<file path="src/rtl/usbfs_rx_pkg.sv">
package usbfs_rx_pkg;

  // Line state encoding: {positive line, negative line}
  typedef enum logic [1:0] {
    SYM_SE0 = 2'b00,
    SYM_K   = 2'b01,
    SYM_J   = 2'b10,
    SYM_SE1 = 2'b11
  } line_sym_e;

  function automatic logic sym_is_diff(input line_sym_e s);
    return (s == SYM_J) || (s == SYM_K);
  endfunction

endpackage

</file>
<file path="src/rtl/usbfs_rx_front.sv">
module usbfs_rx_front
  import usbfs_rx_pkg::*;
#(
  parameter int SYNC_STAGES = 2
) (
  input  logic      clk,
  input  logic      rst_n,
  input  logic      line_dp,
  input  logic      line_dm,
  output logic      rst_int_n,
  output line_sym_e sym_o
);

  // Reset: asserted asynchronously, released on the clock
  logic [1:0] rst_pipe_q;

  always_ff @(posedge clk or negedge rst_n) begin
    if (!rst_n) rst_pipe_q <= 2'b00;
    else        rst_pipe_q <= {rst_pipe_q[0], 1'b1};
  end

  assign rst_int_n = rst_pipe_q[1];

  // Line synchronizers, reset to the idle J level
  logic [SYNC_STAGES-1:0] dp_q;
  logic [SYNC_STAGES-1:0] dm_q;

  for (genvar g = 0; g < SYNC_STAGES; g++) begin : g_sync
    if (g == 0) begin : g_first
      always_ff @(posedge clk or negedge rst_int_n) begin
        if (!rst_int_n) begin
          dp_q[0] <= 1'b1;
          dm_q[0] <= 1'b0;
        end else begin
          dp_q[0] <= line_dp;
          dm_q[0] <= line_dm;
        end
      end
    end else begin : g_next
      always_ff @(posedge clk or negedge rst_int_n) begin
        if (!rst_int_n) begin
          dp_q[g] <= 1'b1;
          dm_q[g] <= 1'b0;
        end else begin
          dp_q[g] <= dp_q[g-1];
          dm_q[g] <= dm_q[g-1];
        end
      end
    end
  end

  assign sym_o = line_sym_e'({dp_q[SYNC_STAGES-1], dm_q[SYNC_STAGES-1]});

endmodule

</file>
<file path="src/rtl/usbfs_rx_runlen.sv">
module usbfs_rx_runlen
  import usbfs_rx_pkg::*;
#(
  parameter int CNT_W = 8
) (
  input  logic             clk,
  input  logic             rst_n,
  input  line_sym_e        sym_i,
  output logic             acc_o,      // new state confirmed this sample
  output line_sym_e        new_sym_o,  // state being confirmed
  output line_sym_e        old_sym_o,  // state of the run just ended
  output line_sym_e        run_sym_o,  // confirmed state after this sample
  output logic [CNT_W-1:0] run_idx_o   // sample index inside the run
);

  localparam logic [CNT_W-1:0] CNT_MAX  = '1;
  localparam logic [CNT_W-1:0] CNT_CONF = CNT_W'(2);

  line_sym_e        prev_q, cur_q, cur_d;
  logic [CNT_W-1:0] cnt_q, cnt_d;
  logic             acc;
  logic             cur_en;

  // A state is confirmed on its second consecutive sample; a lone sample
  // is counted into the ongoing run.
  always_comb begin
    acc    = (sym_i == prev_q) && (prev_q != cur_q);
    cur_en = acc;
    cur_d  = prev_q;
    if (acc)                  cnt_d = CNT_CONF;
    else if (cnt_q == CNT_MAX) cnt_d = cnt_q;
    else                      cnt_d = cnt_q + 1'b1;
  end

  always_ff @(posedge clk or negedge rst_n) begin
    if (!rst_n) begin
      prev_q <= SYM_J;
      cur_q  <= SYM_J;
      cnt_q  <= CNT_W'(1);
    end else begin
      prev_q <= sym_i;
      cnt_q  <= cnt_d;
      if (cur_en) cur_q <= cur_d;
    end
  end

  assign acc_o     = acc;
  assign new_sym_o = prev_q;
  assign old_sym_o = cur_q;
  assign run_sym_o = acc ? prev_q : cur_q;
  assign run_idx_o = cnt_d;

endmodule

</file>
<file path="src/rtl/usbfs_rx_decode.sv">
module usbfs_rx_decode
  import usbfs_rx_pkg::*;
#(
  parameter int OSR          = 4,
  parameter int CNT_W        = 8,
  parameter int EOP_MAX_BITS = 3,
  parameter int STUFF_RUN    = 6
) (
  input  logic             clk,
  input  logic             rst_n,
  input  logic             acc_i,
  input  line_sym_e        new_sym_i,
  input  line_sym_e        old_sym_i,
  input  line_sym_e        run_sym_i,
  input  logic [CNT_W-1:0] run_idx_i,
  output logic             bit_valid_o,
  output logic             bit_data_o,
  output logic             start_o,
  output logic             eop_o,
  output logic             breset_o,
  output logic             serr_o
);

  // A mid-run bit at index i is confirmed one sample later (index i+1)
  localparam int EMIT_FIRST = OSR + OSR / 2 + 1;
  localparam int EMIT_PHASE = (OSR / 2 + 1) % OSR;
  localparam int RESET_IDX  = EOP_MAX_BITS * OSR + OSR / 2 + 1;
  localparam int ONES_W     = $clog2(STUFF_RUN + 2);
  localparam logic [ONES_W-1:0] ONES_STUFF = ONES_W'(STUFF_RUN);
  localparam logic [ONES_W-1:0] ONES_SAT   = ONES_W'(STUFF_RUN + 1);
  localparam logic [CNT_W-1:0]  CNT_MAX    = '1;

  logic              in_pkt_q, in_pkt_d;
  logic [ONES_W-1:0] ones_q, ones_d;
  logic              bv_q, bv_d, bd_q, bd_d;
  logic              st_q, st_d, eop_q, eop_d, br_q, br_d, se_q, se_d;
  logic              mid_bit;
  logic              at_reset;

  always_comb begin
    mid_bit  = !acc_i && in_pkt_q && sym_is_diff(run_sym_i)
               && (run_idx_i >= CNT_W'(EMIT_FIRST))
               && (run_idx_i != CNT_MAX)
               && ((run_idx_i % CNT_W'(OSR)) == CNT_W'(EMIT_PHASE));
    at_reset = !acc_i && (run_sym_i == SYM_SE0)
               && (run_idx_i == CNT_W'(RESET_IDX));
  end

  always_comb begin
    in_pkt_d = in_pkt_q;
    ones_d   = ones_q;
    bv_d     = 1'b0;
    bd_d     = 1'b0;
    st_d     = 1'b0;
    eop_d    = 1'b0;
    br_d     = 1'b0;
    se_d     = 1'b0;
    if (acc_i) begin
      if (old_sym_i == SYM_SE0) begin
        eop_d    = in_pkt_q;
        in_pkt_d = 1'b0;
        ones_d   = '0;
      end else if (new_sym_i == SYM_SE0) begin
        // wait for the end of SE0 to classify it
        in_pkt_d = in_pkt_q;
      end else if (!sym_is_diff(new_sym_i) || !sym_is_diff(old_sym_i)) begin
        in_pkt_d = 1'b0;
        ones_d   = '0;
      end else if (!in_pkt_q) begin
        if ((old_sym_i == SYM_J) && (new_sym_i == SYM_K)) begin
          st_d     = 1'b1;
          bv_d     = 1'b1;
          in_pkt_d = 1'b1;
          ones_d   = '0;
        end
      end else begin
        bv_d   = (ones_q != ONES_STUFF);
        ones_d = '0;
      end
    end else begin
      if (mid_bit) begin
        bv_d = 1'b1;
        bd_d = 1'b1;
        se_d = (ones_q == ONES_STUFF);
        if (ones_q != ONES_SAT) ones_d = ones_q + 1'b1;
      end
      if (at_reset) begin
        br_d     = 1'b1;
        in_pkt_d = 1'b0;
        ones_d   = '0;
      end
    end
  end

  always_ff @(posedge clk or negedge rst_n) begin
    if (!rst_n) begin
      in_pkt_q <= 1'b0;
      ones_q   <= '0;
      bv_q     <= 1'b0;
      bd_q     <= 1'b0;
      st_q     <= 1'b0;
      eop_q    <= 1'b0;
      br_q     <= 1'b0;
      se_q     <= 1'b0;
    end else begin
      in_pkt_q <= in_pkt_d;
      ones_q   <= ones_d;
      bv_q     <= bv_d;
      bd_q     <= bd_d;
      st_q     <= st_d;
      eop_q    <= eop_d;
      br_q     <= br_d;
      se_q     <= se_d;
    end
  end

  assign bit_valid_o = bv_q;
  assign bit_data_o  = bd_q;
  assign start_o     = st_q;
  assign eop_o       = eop_q;
  assign breset_o    = br_q;
  assign serr_o      = se_q;

endmodule

</file>
<file path="src/rtl/usbfs_line_rx.sv">
module usbfs_line_rx
  import usbfs_rx_pkg::*;
#(
  parameter int OSR          = 4,
  parameter int SYNC_STAGES  = 2,
  parameter int CNT_W        = 8,
  parameter int EOP_MAX_BITS = 3,
  parameter int STUFF_RUN    = 6
) (
  input  logic clk,
  input  logic rst_n,
  input  logic line_dp,
  input  logic line_dm,
  output logic bit_valid,
  output logic bit_data,
  output logic pkt_start,
  output logic pkt_eop,
  output logic bus_reset,
  output logic stuff_err
);

  logic             rst_int_n;
  line_sym_e        sym;
  logic             acc;
  line_sym_e        new_sym, old_sym, run_sym;
  logic [CNT_W-1:0] run_idx;

  usbfs_rx_front #(
    .SYNC_STAGES(SYNC_STAGES)
  ) u_front (
    .clk      (clk),
    .rst_n    (rst_n),
    .line_dp  (line_dp),
    .line_dm  (line_dm),
    .rst_int_n(rst_int_n),
    .sym_o    (sym)
  );

  usbfs_rx_runlen #(
    .CNT_W(CNT_W)
  ) u_runlen (
    .clk      (clk),
    .rst_n    (rst_int_n),
    .sym_i    (sym),
    .acc_o    (acc),
    .new_sym_o(new_sym),
    .old_sym_o(old_sym),
    .run_sym_o(run_sym),
    .run_idx_o(run_idx)
  );

  usbfs_rx_decode #(
    .OSR         (OSR),
    .CNT_W       (CNT_W),
    .EOP_MAX_BITS(EOP_MAX_BITS),
    .STUFF_RUN   (STUFF_RUN)
  ) u_decode (
    .clk        (clk),
    .rst_n      (rst_int_n),
    .acc_i      (acc),
    .new_sym_i  (new_sym),
    .old_sym_i  (old_sym),
    .run_sym_i  (run_sym),
    .run_idx_i  (run_idx),
    .bit_valid_o(bit_valid),
    .bit_data_o (bit_data),
    .start_o    (pkt_start),
    .eop_o      (pkt_eop),
    .breset_o   (bus_reset),
    .serr_o     (stuff_err)
  );

endmodule

</file>
<file path="config.mk">
export PLATFORM = sky130hd
export DESIGN_NAME = usbfs_line_rx
export DESIGN_NICKNAME = d
export VERILOG_FILES = /design/src/rtl/usbfs_rx_pkg.sv /design/src/rtl/usbfs_rx_front.sv /design/src/rtl/usbfs_rx_runlen.sv /design/src/rtl/usbfs_rx_decode.sv /design/src/rtl/usbfs_line_rx.sv
export SDC_FILE = /design/constraint.sdc
export NUM_CORES = 1
export LEC_CHECK = 0
export ABC_AREA = 1
export BUFFER_PORTS_ARGS = -buffer_cell sky130_fd_sc_hd__buf_2
export CELL_PAD_IN_SITES_DETAIL_PLACEMENT = 0
export CELL_PAD_IN_SITES_GLOBAL_PLACEMENT = 2
export CORE_UTILIZATION = 39
export CTS_CLUSTER_DIAMETER = 30
export DETAILED_ROUTE_END_ITERATION = 6
export PLACE_DENSITY = 0.86
export SLEW_MARGIN = 20
export SYNTH_ARGS = -nofsm -noshare
export SYNTH_HDL_FRONTEND = slang
export SYNTH_SLANG_ARGS = --single-unit
</file>
<file path="constraint.sdc">
create_clock -name clk -period 2.44 [get_ports clk]
set_clock_uncertainty 0.1 [all_clocks]
set_input_delay 0 -clock clk [delete_from_list [all_inputs] [get_ports clk]]
set_output_delay 0 -clock clk [all_outputs]
set_load 0.005 [all_outputs]
</file>
Yosys cells after proc, flatten, opt, wreduce, memory -nomap -nowiden
Index checks and enable logic that the tools add are counted.
{"block": "totals", "register_bits": 28, "in_bits": 4, "out_inout_bits": 6, "word_cells": 97}
{"block": "op_classes", "n_addsub": 2, "n_lt_le_gt_ge": 1, "eq_ne": 17, "n_mux": 37, "reduce_logical": 24}
{"cell": "$mux W3", "n": 9}
{"cell": "$mux W1", "n": 25}
{"cell": "$mux W8", "n": 2}
{"cell": "$logic_and A1 B1 Y1", "n": 9}
{"cell": "$ne A3 B3 Y1 const B", "n": 3}
{"cell": "$add A8 B1 Y8 const B", "n": 1}
{"cell": "$eq A2 B2 Y1 const B", "n": 4}
{"cell": "$eq A8 B4 Y1 const B", "n": 1}
{"cell": "$eq A8 B8 Y1 const B", "n": 1}
{"cell": "$ge A8 B3 Y1 const B", "n": 1}
{"cell": "$ne A8 B8 Y1 const B", "n": 1}
{"cell": "$eq A2 B1 Y1 const B", "n": 3}
{"cell": "$logic_not A2 Y1", "n": 3}
{"cell": "$reduce_bool A3 Y1", "n": 2}
{"cell": "$ne A5 B5 Y1 const B", "n": 1}
{"cell": "$logic_or A1 B1 Y1", "n": 4}
{"cell": "$reduce_and A4 Y1", "n": 1}
{"cell": "$add A3 B1 Y3 const B", "n": 1}
{"cell": "$eq A3 B3 Y1 const B", "n": 1}
{"cell": "$logic_not A1 Y1", "n": 3}
{"cell": "$eq A2 B2 Y1", "n": 1}
{"cell": "$mux W2", "n": 1}
{"cell": "$ne A2 B2 Y1", "n": 1}
{"cell": "$reduce_and A2 Y1", "n": 1}
{"cell": "$reduce_bool A2 Y1", "n": 1}

Logic depth before layout (Yosys ltp)
Gate-level depths: netlist (run 1).
{"block": "depth", "word_depth": 12, "depth_mapped": 17, "depth_no_buf": 17}

By module
From an unflattened synthesis (run 1), not the netlist that was laid out.
{"block": "unflattened", "cells_unflattened": 185, "area_unflattened_um2": 1525.2}
{"mod": "usbfs_rx_decode", "n_inst": 1, "cells_each": 89, "area_each_um2": 679.4}
{"mod": "usbfs_rx_runlen", "n_inst": 1, "cells_each": 87, "area_each_um2": 674.4}
{"mod": "usbfs_rx_front", "n_inst": 1, "cells_each": 9, "area_each_um2": 171.4}

Least setup slack after synthesis (run 1)
No wires, ideal clock.
{"block": "synth_path", "path_type": "reg2reg", "startpoint": "reg u_runlen.cnt_q[0]", "endpoint": "reg u_decode.ones_q[0]", "t_arrival_ps": 1819, "slack_ps": 404, "stages_incl_launch_ff": 15, "cell_sequence": "dfstp_2 ha_1 nand2_2 nor2_4 nand2_2 nand2_2 nand2_2 clkinv_2 nand3_4 nor2_4 nand3_4 a21oi_4 nand2_2 nand2_1 nand2_1"}
{"block": "synth_via", "elab_chain_cells": 9, "word_cells_on_any_way": 17, "cone_classes": "add/sub (1); order compare (1); eq/ne (4); mux (4); reduce/logical (7)"}
{"item": "start, declared", "line": "usbfs_rx_runlen.sv:20", "text": "logic [CNT_W-1:0] cnt_q, cnt_d;"}
{"item": "start signal, assigned", "line": "usbfs_rx_runlen.sv:42", "text": "cnt_q <= cnt_d;"}
{"item": "$add A8 B1 Y8 / $eq A8 B8 Y1 (equally long branches)", "line": "usbfs_rx_runlen.sv:32, usbfs_rx_runlen.sv:31"}
{"item": "$mux W8 (*)", "line": "usbfs_rx_runlen.sv:31", "text": "else if (cnt_q == CNT_MAX) cnt_d = cnt_q;"}
{"item": "$mux W8 (*)", "line": "usbfs_rx_runlen.sv:30", "text": "if (acc) cnt_d = CNT_CONF;"}
{"item": "$ge A8 B3 Y1", "line": "usbfs_rx_decode.sv:42", "text": "&& (run_idx_i >= CNT_W'(EMIT_FIRST))"}
{"item": "$logic_and A1 B1 Y1", "line": "usbfs_rx_decode.sv:42"}
{"item": "$logic_and A1 B1 Y1", "line": "usbfs_rx_decode.sv:43", "text": "&& (run_idx_i != CNT_MAX)"}
{"item": "$logic_and A1 B1 Y1", "line": "usbfs_rx_decode.sv:44", "text": "&& ((run_idx_i % CNT_W'(OSR)) == CNT_W'(EMIT_PHASE));"}
{"item": "$reduce_bool A3 Y1 (no source line)"}
{"item": "$reduce_and A4 Y1 (no source line)"}
{"item": "end signal, assigned", "line": "usbfs_rx_decode.sv:107", "text": "ones_q <= ones_d;"}
{"item": "end, declared", "line": "usbfs_rx_decode.sv:34", "text": "logic [ONES_W-1:0] ones_q, ones_d;"}
Every way passes the cells marked *; elsewhere a longest branch is shown, timed or not.
A chain may end at the register's enable or synchronous reset.

Final worst setup path (run 1)
{"block": "layout_path", "startpoint": "reg u_runlen.cnt_q[0]", "endpoint": "reg u_decode.ones_q[1]"}
The elaborated chain is that of the path after synthesis.

==> load_flow_metrics.sql, run 1 <==
INSERT INTO impl_metrics (metric_group, metric, value, unit) VALUES
('floorplanning', 'fp.dieW', '66.3', 'um'),
('critical_path', 'critical_path_peak_fanout', '6', ''),
('clock_tree', 'tritoncts', 'built', ''),
('clock_tree', 'clockRootBuffer', 'sky130_fd_sc_hd__clkbuf_8', ''),
('drt', 'drtIter0Drc', '26', ''),
('clock_tree', 'cts_htree_levels', '1', ''),
('logic_synthesis', 'yosysTopAreaCell', 'sky130_fd_sc_hd__dfrtp_1', ''),
('critical_path', 'worst_r2r_startpoint', 'u_runlen.cnt_q[0]$_DFF_PN1_', ''),
('clock_tree', 'clockBufferDepth', '2', ''),
('critical_path', 'cp_data_arrival_time', '2.29', 'ns'),
('drt', 'route.detailed.wl_per_inst', '11.3', 'um'),
('logic_synthesis', 'post_synth_instance_area', '0.00161', 'mm2'),
('timing', 'post-route-period-util', '90.9', '%'),
('drt', 'dr_total_vias', '1210', ''),
('critical_path', 'crit_path_end_kind', 'flip-flop', ''),
('layout', 'layout-drive-gt1-share', '24.9', '%'),
('logic_synthesis', 'postSynthCellCount', '188', ''),
('timing', 'rsz0062_at_grt', 'no', ''),
('layout', 'num_antenna_cells', '0', ''),
('place', 'port-buffer-count', '9', ''),
('critical_path', 'start_kind', 'flip-flop', ''),
('logic_synthesis', 'netlist-cell-type-count', '28', ''),
('clock_tree', 'cts-resized-gates', '0', ''),
('grt', 'first_global_vias', '1164', ''),
('layout', 'finish.net_count', '219', ''),
('logic_synthesis', 'synth.avg_cell_area', '8.59', 'um2'),
('critical_path', 'crit_start', 'u_runlen.cnt_q[0]$_DFF_PN1_', ''),
('hold_path', 'hold_path.class', 'flip-flop to asynchronous set/reset pin', ''),
('timing', 'setup_total_negative_slack', '0', 'ns'),
('timing', 'hold_ws', '0.00322', 'ns'),
('timing', 'layout_setup_ws', '0.222', 'ns'),
('logic_synthesis', 'top_flip_flop_cell_by_instance_count_after_synthesis', 'sky130_fd_sc_hd__dfrtp_1', ''),
('timing', 'max_clock_freq', '0.451', 'GHz'),
('place', 'place.detailed.hpwl', '2.20', 'mm'),
('floorplanning', 'io-pin-count', '10', ''),
('logic_synthesis', 'synth-warning-count', '0', ''),
('logic_synthesis', 'post_synth_most_frequent_cells', 'sky130_fd_sc_hd__nand2_1, sky130_fd_sc_hd__inv_1, sky130_fd_sc_hd__dfrtp_1', ''),
('floorplanning', 'die_area', '0.00440', 'mm2'),
('drt', 'route.final.wire_length', '2.89', 'mm'),
('grt', 'overflow', '0', ''),
('clock_tree', 'clock_sinks', '28', ''),
('clock_tree', 'post_cts_hold_buffer_count', '4', ''),
('place', 'dp_slack', '0.224', 'ns'),
('drt', 'drtPass1Iterations', '4', ''),
('power', 'power.ir.vdd_worst', '374', 'uV'),
('drt', 'drt-vias-per-instance', '4.75', ''),
('status', 'run_status', 'finished, final reports clean', ''),
('power', 'static-leakage-power', '0.952', 'nW'),
('grt', 'initial_antenna_violation_count', '0', ''),
('clock_tree', 'clkTransAtPathRegs', '0.10', 'ns'),
('drt', 'detail_route.drc_violations', '0', ''),
('grt', 'grt_max_degree', '21', ''),
('clock_tree', 'clk-insertion-delay-late', '0.27', 'ns'),
('layout', 'total_of_fill_cells_in_the_finished_design', '378', ''),
('power', 'power_per_cell_area', '814', 'mW/mm2'),
('logic_synthesis', 'number_of_synthesized_flops_with_an_enable_pin', '0', ''),
('logic_synthesis', 'synth.net_count', '201', ''),
('logic_synthesis', 'post-synth-top-count-cell', 'sky130_fd_sc_hd__nand2_1', ''),
('grt', 'global_route_wire_length_before_repair', '5.08', 'mm'),
('layout', 'area_growth_syn_to_layout', '13.3', '%'),
('run', 'max_cap_violations', '0', ''),
('critical_path', 'type_of_the_setup_path_with_the_least_slack', 'flip-flop to flip-flop', ''),
('floorplanning', 'initial_utilization', '40.4', '%'),
('timing', 'timing_hold_violations_final', '0', ''),
('timing', 'final_count_of_pins_violating_max_slew', '0', ''),
('clock_tree', 'numCtsBuffers', '3', ''),
('floorplanning', 'rows', '23', ''),
('floorplanning', 'die_height', '66.3', 'um'),
('logic_synthesis', 'ys_ff_latch', '28', ''),
('critical_path', 'timing.critical_path.required', '2.51', 'ns'),
('timing', 'setup_viol_count_final', '0', '');
## final timing paths
check                                                 endpoint  slack, ns  depth (start not counted)
worst max-delay path            u_decode.ones_q[1]$_DFFE_PN0P_       0.22                         12
worst min-delay path                 u_front.dm_q[0]$_DFF_PN0_      0.003                          0
worst max register to register  u_decode.ones_q[1]$_DFFE_PN0P_       0.22                         12
worst min register to register       u_front.dm_q[0]$_DFF_PN0_      0.003                          0
max in group asynchronous          u_runlen.cnt_q[0]$_DFF_PN1_       1.63                          1
min in group clk                    u_front.sym_o[1]$_DFF_PN1_       0.26                          0
## power breakdown
group	internal (mW)	switching [mW]	total [mW]
clock network	0.220	0.145	0.364
registers	0.546	0.0805	0.626
logic	0.185	0.314	0.499
## critical path, cell delays in order, from the launching register on
cell                      delay [ns]
sky130_fd_sc_hd__dfstp_2        0.57
sky130_fd_sc_hd__ha_1           0.22
sky130_fd_sc_hd__nand2_2        0.11
sky130_fd_sc_hd__nor2_4         0.13
sky130_fd_sc_hd__nand2_2        0.11
sky130_fd_sc_hd__nand2_1        0.14
sky130_fd_sc_hd__nand3_2        0.11
sky130_fd_sc_hd__nor2_4         0.16
sky130_fd_sc_hd__nand3_4        0.10
sky130_fd_sc_hd__a21oi_4        0.18
sky130_fd_sc_hd__nand2_2        0.09
sky130_fd_sc_hd__nand2_1        0.06
sky130_fd_sc_hd__nand2_1        0.05
## cell type report
class | count | area (um2) | area share (%)
flip-flops and latches | 28 | 707 | 38.6
multi-input cells | 123 | 756 | 41.3
well taps | 50 | 62.6 | 3.42
clock buffers | 3 | 41.3 | 2.26
inverters | 36 | 140 | 7.66
repair buffers | 14 | 92.6 | 5.06
clock inverters | 1 | 30.0 | 1.64
## logic make-up after synthesis
kind of cell | after synthesis | share of synthesized area [%]
other cells | 1 | 0.232
simple gates | 101 | 34.1
xor+xnor | 3 | 1.63
buf+inv | 37 | 9.38
fa+ha+maj | 9 | 6.98
compound gates | 9 | 3.88
flops | 28 | 43.8
## flip-flops by register name, indices dropped and copies added (netlist names)
| name | cells |
|---|---|
| u_front.dp_q | 1 |
| u_front.sym_o | 2 |
| u_decode.ones_q | 3 |
| u_runlen.cnt_q | 8 |
| u_decode.start_o | 1 |
| u_decode.bit_data_o | 1 |
| u_decode.serr_o | 1 |
| u_front.rst_pipe_q | 2 |
| u_runlen.new_sym_o | 2 |
| u_decode.in_pkt_q | 1 |
| u_decode.bit_valid_o | 1 |
| u_decode.eop_o | 1 |
| u_runlen.old_sym_o | 2 |
| u_decode.breset_o | 1 |
| u_front.dm_q | 1 |
## layout by cell type (no fill, tap or decap), types with 3 or more instances in the layout
master                          count
sky130_fd_sc_hd__inv_1             31
sky130_fd_sc_hd__dfrtp_1           23
sky130_fd_sc_hd__nand3_1           18
sky130_fd_sc_hd__nor2_1            14
sky130_fd_sc_hd__xnor2_1            3
sky130_fd_sc_hd__nand2_1           38
sky130_fd_sc_hd__buf_2              9
sky130_fd_sc_hd__clkbuf_8           3
sky130_fd_sc_hd__nor3_1             4
sky130_fd_sc_hd__ha_1               9
sky130_fd_sc_hd__nor2_2             3
sky130_fd_sc_hd__dlygate4sd3_1      4
sky130_fd_sc_hd__dfstp_2            5
sky130_fd_sc_hd__nand2_2           10
sky130_fd_sc_hd__o21ai_0            4
sky130_fd_sc_hd__nor2_4             6
## routing by layer
layer | wire [um] | track usage [%]
met5 | 0 | 0
met3 | 72 | 2.41
met4 | 25 | 4.79
met2 | 1460 | 27.9
met1 | 1330 | 18.5
## stage by stage
stage          utilization [%]  cells  instance area [um2]
2_1_floorplan                -    188                 1610
3_3_place_gp              42.9    247                 1720
3_5_place_dp              42.9    247                 1720
4_1_cts                   45.7    255                 1830
5_1_grt                   45.7    255                 1830
6_report                  45.7    255                 1830
No activity file was read; power rests on OpenSTA's default activity.
==> run 2, diff against run 1 <==
- CORE_ASPECT_RATIO: unset -> 1.4
- CORE_UTILIZATION: 39 -> 38
- SYNTH_HIERARCHICAL: unset -> 1
==> run 2 against run 1 <==
Compared with the run above:
- cell count fell by 2.0%
- area after synthesis is 5.5% lower
- critical endpoint is now u_decode/ones_q[1]$_DFFE_PN0P_
- utilization up 2.0 points
- largest cell class unchanged
- worst hold slack about the same
==> load_flow_metrics.sql, run 2 <==
INSERT INTO impl_metrics (metric_group, metric, value, unit) VALUES
('grt', 'global_route.usage.met1', '13.7', '%'),
('layout', 'largest_reg_flops', '8', ''),
('logic_synthesis', 'netlist.area_leader.share', '37.7', '%'),
('critical_path', 'start_kind', 'flip-flop', ''),
('layout', 'num_antenna_cells', '0', ''),
('timing', 'finalWorstPathRequiredPeriod', '2.25', 'ns'),
('power', 'power.switching_fraction', '37.0', '%'),
('timing', 'final_count_of_pins_violating_max_slew', '0', ''),
('grt', 'total_routing_usage_gr', '13.6', '%'),
('layout', 'top_register', 'u_runlen/cnt_q', ''),
('clock_tree', 'clk-insertion-delay-late', '0.26', 'ns'),
('clock_tree', 'clockBufferDepth', '2', ''),
('floorplanning', 'initial_utilization', '40.8', '%'),
('logic_synthesis', 'synth.avg_cell_area', '8.24', 'um2'),
('layout', 'finish.net_count', '222', ''),
('hold_path', 'hold_path.class', 'flip-flop to asynchronous set/reset pin', ''),
('grt', 'grt_max_degree', '21', ''),
('power', 'power.switching', '507', 'uW'),
('floorplanning', 'die_area', '0.00427', 'mm2'),
('drt', 'detail_route.drc_violations', '0', ''),
('power', 'p_seq_share', '45.6', '%'),
('layout', 'mostFrequentLayoutCell', 'sky130_fd_sc_hd__nand2_1', ''),
('clock_tree', 'clock_sinks', '28', ''),
('layout', 'area_growth_syn_to_layout', '17.1', '%'),
('critical_path', 'r2r.worst_path.cells', '16', ''),
('critical_path', 'timing.critical_path.required', '2.50', 'ns'),
('layout', 'reg.largest.list', 'u_runlen/cnt_q (8), u_decode/ones_q (3)', ''),
('grt', 'met3_usage', '1.52', '%'),
('timing', 'post-route-period-util', '92.4', '%'),
('critical_path', 'critical_path.slowest_cell', 'sky130_fd_sc_hd__dfstp_2', ''),
('critical_path', 'type_of_the_setup_path_with_the_least_slack', 'flip-flop to flip-flop', ''),
('timing', 'timing_hold_violations_final', '0', ''),
('clock_tree', 'clockRootBuffer', 'sky130_fd_sc_hd__clkbuf_8', ''),
('power', 'power.ir.vdd_worst', '383', 'uV'),
('logic_synthesis', 'seq_area_frac_synth', '46.3', '%'),
('place', 'port-buffer-count', '9', ''),
('layout', 'layout.core_utilization', '47.7', '%'),
('layout', 'most-common-layout-cells', 'sky130_fd_sc_hd__nand2_1, sky130_fd_sc_hd__inv_1, sky130_fd_sc_hd__dfrtp_1', ''),
('floorplanning', 'rows', '26', ''),
('grt', 'use_met2', '27.3', '%'),
('timing', 'max_clock_freq', '0.444', 'GHz'),
('drt', 'route.final.wire_length', '2.74', 'mm'),
('power', 'comb_power_share', '36.6', '%'),
('timing', 'setup_viol_count_final', '0', ''),
('grt', 'initial_antenna_violation_count', '0', ''),
('critical_path', 'crit_path_end_kind', 'flip-flop', ''),
('clock_tree', 'tritoncts', 'built', ''),
('floorplanning', 'io-pin-count', '10', ''),
('clock_tree', 'cts_htree_levels', '1', ''),
('power', 'clock_power_share', '17.8', '%'),
('timing', 'setup_total_negative_slack', '0', 'ns'),
('drt', 'dr_total_vias', '1144', ''),
('power', 'static-leakage-power', '0.925', 'nW'),
('logic_synthesis', 'ys_ff_latch', '28', ''),
('clock_tree', 'numCtsBuffers', '3', ''),
('drt', 'drtIter0Drc', '32', ''),
('critical_path', 'slowest_cell_delay_on_critical_path', '0.54', 'ns'),
('critical_path', 'path_common_cell', 'sky130_fd_sc_hd__nand2_1', ''),
('logic_synthesis', 'fraction_of_synthesis_flops_using_an_asynchronous_set_or_reset_pin', '100', '%'),
('run', 'max_cap_violations', '0', ''),
('logic_synthesis', 'post-synth-top-count-cell', 'sky130_fd_sc_hd__nand2_1', ''),
('logic_synthesis', 'number_of_synthesized_flops_with_an_enable_pin', '0', ''),
('place', 'placed_cells_incl_taps', '237', ''),
('logic_synthesis', 'top_flip_flop_cell_by_instance_count_after_synthesis', 'sky130_fd_sc_hd__dfrtp_1', ''),
('critical_path', 'worst_r2r_startpoint', 'u_runlen/cnt_q[0]$_DFF_PN1_', ''),
('status', 'run_status', 'finished, final reports clean', ''),
('logic_synthesis', 'netlist-cell-type-count', '25', ''),
('grt', 'global_route.peak_usage_layer', 'met2', ''),
('layout', 'post_layout_nonfiller_instances', '250', ''),
('grt', 'first_global_vias', '1105', ''),
('critical_path', 'timing.rr.end', 'u_decode/ones_q[1]$_DFFE_PN0P_', ''),
('critical_path', 'cp_data_arrival_time', '2.32', 'ns'),
('power', 'power_per_cell_area', '767', 'mW/mm2'),
('critical_path', 'worst-r2r-setup-slack', '0.19', 'ns'),
('floorplanning', 'die_height', '77.0', 'um'),
('place', 'place.gp.congestion', '0.789', ''),
('floorplanning', 'fp.dieW', '55.5', 'um'),
('critical_path', 'critical_path_buf_inv_count', '1', ''),
('drt', 'drt-vias-per-instance', '4.58', ''),
('drt', 'drtPass1Iterations', '4', ''),
('critical_path', 'critical-path-top-delay-family', 'simple AND/OR/NAND/NOR gates', ''),
('place', 'place.detailed.hpwl', '2.14', 'mm'),
('drt', 'route.detailed.wl_per_inst', '10.9', 'um'),
('logic_synthesis', 'synth.net_count', '198', ''),
('critical_path', 'worstPathCellList', 'ha_2 -> nand2_2 -> nor2_4 -> nand2_4 -> nand2_1 -> nand2_1 -> nor2_4 -> nand2_2 -> nor2_2 -> nand2_1 -> nand2_2 -> inv_2 -> nand2_4 -> nand2_2 -> nand2_1 -> nand2_1', ''),
('logic_synthesis', 'postSynthCellCount', '185', ''),
('logic_synthesis', 'synth-warning-count', '6', ''),
('logic_synthesis', 'synth_top_cells_by_area', 'sky130_fd_sc_hd__dfrtp_1, sky130_fd_sc_hd__nand2_1, sky130_fd_sc_hd__dfstp_2', ''),
('grt', 'global_route_wire_length_before_repair', '4.63', 'mm'),
('drt', 'final_antenna_net_count', '0', ''),
('logic_synthesis', 'post_synth_most_frequent_cells', 'sky130_fd_sc_hd__nand2_1, sky130_fd_sc_hd__inv_1, sky130_fd_sc_hd__dfrtp_1', ''),
('critical_path', 'critical_path_peak_fanout', '7', ''),
('logic_synthesis', 'post_synth_instance_area', '0.00153', 'mm2'),
('clock_tree', 'clkTransAtPathRegs', '0.09', 'ns'),
('power', 'internal_power', '862', 'uW'),
('logic_synthesis', 'yosysTopAreaCell', 'sky130_fd_sc_hd__dfrtp_1', ''),
('floorplanning', 'core_area', '0.00374', 'mm2'),
('grt', 'overflow', '0', ''),
('layout', 'layout-drive-gt1-share', '24.5', '%');
-- run 2: cell types whose count changed in the layout (fill, tap and decap cells not counted), sizes merged, moves of 2 or more --
cell and change:
nand3 -6, buf +7, clkinv -2, a21oi +2, nand2 +4, o21ai +2
-- run 2: repair_timing --
action                                  CTS  global route
buffers inserted                          0             5
gates resized for setup                   2             9
endpoints found under the hold margin     4             0
pin swaps                                 0             4
endpoints found under the setup margin    3             4
hold buffers                              4             0
-- run 2: worst max-delay path by stage --
stage	startpoint	to	slack (ns)	depth (start not counted)
finish	u_runlen/cnt_q[0]$_DFF_PN1_	u_decode/ones_q[1]$_DFFE_PN0P_	0.19	16
global route	u_runlen/cnt_q[0]$_DFF_PN1_	u_decode/ones_q[0]$_DFFE_PN0P_	-0.006	16
CTS	u_runlen/cnt_q[0]$_DFF_PN1_	u_decode/ones_q[1]$_DFFE_PN0P_	0.03	16
detailed placement	u_runlen/cnt_q[0]$_DFF_PN1_	u_decode/ones_q[1]$_DFFE_PN0P_	-0.03	16
global placement	u_runlen/cnt_q[0]$_DFF_PN1_	u_decode/ones_q[0]$_DFFE_PN0P_	0.02	16
floorplan	u_front/sym_o[1]$_DFF_PN1_	u_decode/ones_q[0]$_DFFE_PN0P_	0.27	16
-- run 2: layer usage --
layer	wire length [um]	vias up
met1	1180	525
met5	0	-
li1	-	607
met3	25	4
met2	1500	8
met4	40	0
-- run 2: area by class of cell --
type | instances | area (um2)
repair buffers | 21 | 145
multi-input cells | 122 | 712
inverters | 33 | 124
fillers | 378 | 1960
flip-flops and latches | 28 | 707
well taps | 42 | 52.6
clock buffers | 4 | 45.0
-- run 2: power by group through the flow --
stage	logic (mW)	registers [mW]	clock network, mW
6_report	0.501	0.624	0.244
5_1_grt	0.580	0.635	0.282
4_1_cts	0.459	0.625	0.261
3_5_place_dp	0.446	0.633	0
3_3_place_gp	0.441	0.632	0
2_1_floorplan	0.363	0.620	0
-- run 2: per-stage QoR --
step / setup WS [ns] / area, um2 / total power, mW / hold slack (ns)
finish: 0.186 / 1790 / 1.37 / 0.00315
CTS: 0.0316 / 1720 / 1.35 / 0.0139
global route: -0.00611 / 1790 / 1.50 / 0.0406
floorplan: 0.273 / 1530 / 0.983 / -0.396
detailed placement: -0.0332 / 1630 / 1.08 / -0.311
global placement: 0.0151 / 1630 / 1.07 / -0.315
-- run 2: logic make-up (layout without fill, tap and decap cells) --
kind of cell | Yosys count | count (layout) | share of synthesized area [%]
buffers and inverters | 35 | 58 | 9.10
other | 1 | 1 | 0.246
adders and majority gates | 9 | 9 | 7.38
AOI/OAI and AO/OA | 10 | 10 | 4.27
DFF | 28 | 28 | 46.3
and+or+nand+nor | 98 | 98 | 29.9
xor gates and xnor gates | 4 | 4 | 2.79
==> run 3, diff against run 2 <==
- CELL_PAD_IN_SITES_DETAIL_PLACEMENT: 0 -> 1
- CELL_PAD_IN_SITES_GLOBAL_PLACEMENT: 2 -> 1
- CORE_UTILIZATION: 38 -> 45
- PLACE_DENSITY: 0.86 -> 0.82
- clock period: 2.44 -> 2.8 ns (I/O delays scaled with it)
==> run 3 against run 2 <==
Compared with the run above:
- combinational power decreased by 20%
- cell count decreased by 4.4%
- cell area decreased by 5.3%
- first-iteration DRC count decreased by 78%
- sequential power decreased by 11%
- sequential cell count unchanged
- die area decreased by 15%
- sequential share of layout area increased by 2.3 points
- setup slack improved by 0.068 ns
- global-route usage increased by 5.5 points
- worst hold slack improved by 0.16 ns
- via count increased by 0.61%
- largest power group unchanged
==> load_flow_metrics.sql, run 3 (synthesis results as in run 2) <==
INSERT INTO impl_metrics (metric_group, metric, value, unit) VALUES
('status', 'run_status', 'finished, final reports clean', ''),
('clock_tree', 'clockBufferDepth', '2', ''),
('grt', 'overflow', '0', ''),
('critical_path', 'type_of_the_setup_path_with_the_least_slack', 'flip-flop to flip-flop', ''),
('power', 'overall_power', '1.17', 'mW'),
('layout', 'layout.core_utilization', '53.1', '%'),
('layout', 'num_antenna_cells', '0', ''),
('clock_tree', 'tritoncts', 'built', ''),
('critical_path', 'worst-r2r-setup-slack', '0.25', 'ns'),
('grt', 'initial_antenna_violation_count', '0', ''),
('timing', 'hold_ws', '0.162', 'ns'),
('layout', 'largest_reg_flops', '8', ''),
('layout', 'most-common-layout-cells', 'sky130_fd_sc_hd__nand2_1, sky130_fd_sc_hd__inv_1, sky130_fd_sc_hd__dfrtp_1', ''),
('timing', 'finalWorstPathRequiredPeriod', '2.55', 'ns'),
('layout', 'top_register', 'u_runlen/cnt_q', ''),
('critical_path', 'timing.rr.end', 'u_decode/ones_q[2]$_DFFE_PN0P_', ''),
('power', 'internal_power', '726', 'uW'),
('grt', 'total_routing_usage_gr', '19.1', '%'),
('timing', 'setup_total_negative_slack', '0', 'ns'),
('power', 'comb_power_share', '34.1', '%'),
('power', 'power.switching_fraction', '37.9', '%'),
('run', 'max_cap_violations', '0', ''),
('critical_path', 'r2r.worst_path.cells', '16', ''),
('drt', 'route.final.wire_length', '3.14', 'mm'),
('layout', 'total_of_fill_cells_in_the_finished_design', '415', ''),
('layout', 'layout-drive-gt1-share', '19.0', '%'),
('critical_path', 'crit_path_end_kind', 'flip-flop', ''),
('drt', 'final_antenna_net_count', '0', ''),
('clock_tree', 'clock_sinks', '28', ''),
('layout', 'area_growth_syn_to_layout', '10.8', '%'),
('grt', 'global_route_wire_length_before_repair', '5.17', 'mm'),
('floorplanning', 'fp.dieW', '51.2', 'um'),
('clock_tree', 'clockRootBuffer', 'sky130_fd_sc_hd__clkbuf_8', ''),
('timing', 'setup_viol_count_final', '0', ''),
('critical_path', 'critical_path_peak_fanout', '7', ''),
('timing', 'final_count_of_pins_violating_max_slew', '0', ''),
('critical_path', 'start_kind', 'flip-flop', ''),
('clock_tree', 'cts-resized-gates', '0', ''),
('timing', 'post-route-period-util', '90.9', '%'),
('floorplanning', 'die_area', '0.00363', 'mm2'),
('clock_tree', 'cts_setup_buffers', '0', ''),
('place', 'port-buffer-count', '9', ''),
('power', 'power.ir.vdd_worst', '381', 'uV'),
('place', 'place.gp.congestion', '0.763', ''),
('drt', 'drtIter0Drc', '7', ''),
('grt', 'grt_max_degree', '27', ''),
('power', 'power.switching', '443', 'uW'),
('clock_tree', 'clkTransAtPathRegs', '0.09', 'ns'),
('timing', 'tightest_slew', '0.563', 'ns'),
('layout', 'finish.net_count', '214', ''),
('critical_path', 'cp_data_arrival_time', '2.61', 'ns'),
('floorplanning', 'rows', '24', ''),
('critical_path', 'timing.critical_path.required', '2.87', 'ns'),
('timing', 'timing_hold_violations_final', '0', ''),
('power', 'p_seq_share', '47.4', '%'),
('clock_tree', 'numCtsBuffers', '3', ''),
('drt', 'detail_route.drc_violations', '0', ''),
('floorplanning', 'io-pin-count', '10', ''),
('layout', 'reg.largest.list', 'u_runlen/cnt_q (8), u_decode/ones_q (3)', ''),
('drt', 'route.detailed.wl_per_inst', '13.1', 'um'),
('floorplanning', 'core_area', '0.00318', 'mm2'),
('place', 'place.detailed.hpwl', '2.41', 'mm'),
('layout', 'mostFrequentLayoutCell', 'sky130_fd_sc_hd__nand2_1', ''),
('power', 'power_per_cell_area', '691', 'mW/mm2'),
('place', 'placed_area', '0.00160', 'mm2'),
('clock_tree', 'cts_htree_levels', '1', ''),
('power', 'static-leakage-power', '0.869', 'nW'),
('critical_path', 'worst_r2r_startpoint', 'u_runlen/cnt_q[0]$_DFF_PN1_', ''),
('drt', 'dr_total_vias', '1151', ''),
('timing', 'max_clock_freq', '0.393', 'GHz'),
('clock_tree', 'clk-insertion-delay-late', '0.27', 'ns'),
('drt', 'drt-vias-per-instance', '4.82', ''),
('drt', 'drtPass1Iterations', '4', ''),
('floorplanning', 'die_height', '70.9', 'um'),
('layout', 'finalInstanceArea', '0.00169', 'mm2'),
('power', 'clock_power_share', '18.4', '%'),
('grt', 'first_global_vias', '1226', ''),
('timing', 'slew_headroom', '62.4', '%'),
('timing', 'rsz0062_at_grt', 'no', ''),
('floorplanning', 'initial_utilization', '47.9', '%'),
('hold_path', 'hold_path.class', 'flip-flop to asynchronous set/reset pin', '');
[run 3: cell count changes in the layout (fill, tap and decap cells not counted), moves of 2 or more]
| cell | delta |
|---|---|
| sky130_fd_sc_hd__buf_4 | -8 |
| sky130_fd_sc_hd__nor2_1 | +3 |
| sky130_fd_sc_hd__nand2_1 | +2 |
| sky130_fd_sc_hd__nor2_2 | -2 |
| sky130_fd_sc_hd__o21ai_0 | +2 |
| sky130_fd_sc_hd__o21ai_1 | -2 |
[run 3: area by class of cell]
class | count | area [um2] | share of cell area, %
clock buffers | 4 | 45.0 | 2.66
well taps | 39 | 48.8 | 2.89
repair buffers | 13 | 85.1 | 5.03
flip-flops and latches | 28 | 708 | 41.9
inverters | 33 | 124 | 7.33
multi-input cells | 122 | 679 | 40.2
[run 3: worst max-delay path, cell delays in order (launching register included)]
cell and delay [ns]:
sky130_fd_sc_hd__dfstp_2 0.57, sky130_fd_sc_hd__ha_1 0.20, sky130_fd_sc_hd__nand2_2 0.10, sky130_fd_sc_hd__nor2_4 0.14, sky130_fd_sc_hd__nand2_2 0.13, sky130_fd_sc_hd__nand2_1 0.09, sky130_fd_sc_hd__nand2_1 0.06, sky130_fd_sc_hd__nor2_1 0.18
sky130_fd_sc_hd__nand2_1 0.13, sky130_fd_sc_hd__nor2_1 0.16, sky130_fd_sc_hd__nand2_1 0.09, sky130_fd_sc_hd__nand2_1 0.15, sky130_fd_sc_hd__inv_2 0.08, sky130_fd_sc_hd__nand2_4 0.09, sky130_fd_sc_hd__nand2_2 0.06, sky130_fd_sc_hd__nand2_1 0.07
sky130_fd_sc_hd__nand2_1 0.05
[run 3: how the worst max path moves through the flow]
stage	start	endpoint	slack, ns	depth (start not counted)
after CTS	u_runlen/cnt_q[0]$_DFF_PN1_	u_decode/ones_q[2]$_DFFE_PN0P_	0.25	16
final	u_runlen/cnt_q[0]$_DFF_PN1_	u_decode/ones_q[2]$_DFFE_PN0P_	0.25	16
after global placement	u_runlen/cnt_q[0]$_DFF_PN1_	u_decode/ones_q[1]$_DFFE_PN0P_	0.40	16
after floorplan	u_front/sym_o[1]$_DFF_PN1_	u_decode/ones_q[0]$_DFFE_PN0P_	0.63	16
after global routing	u_runlen/cnt_q[0]$_DFF_PN1_	u_decode/ones_q[0]$_DFFE_PN0P_	0.05	16
after detailed placement	u_runlen/cnt_q[0]$_DFF_PN1_	u_decode/ones_q[2]$_DFFE_PN0P_	0.27	16
[run 3: what timing repair did]
action                                 in CTS  in global routing
setup endpoints to repair                   0                  0
hold buffers                                4                  0
endpoints found under the hold margin       4                  0
[run 3: metrics by stage]
step / setup WS (ns) / instances
after floorplan: 0.633 / 185
after global placement: 0.397 / 231
after detailed placement: 0.271 / 231
after CTS: 0.249 / 239
after global routing: 0.0520 / 239
final: 0.254 / 239
[run 3: power groups by stage]
stage	logic [mW]	registers, mW	clock network [mW]
after floorplan	0.317	0.540	0
after global placement	0.370	0.554	0
after detailed placement	0.394	0.562	0
after CTS	0.402	0.554	0.223
after global routing	0.455	0.564	0.237
final	0.399	0.554	0.215
[run 3: per-layer routing]
metal	share of wire, %	vias up	global-route usage [%]
met2	59	6	38.0
met5	0	-	0
met1	40	554	19.7
met4	0.70	0	6.48
li1	-	589	-
met3	0.73	2	1.94
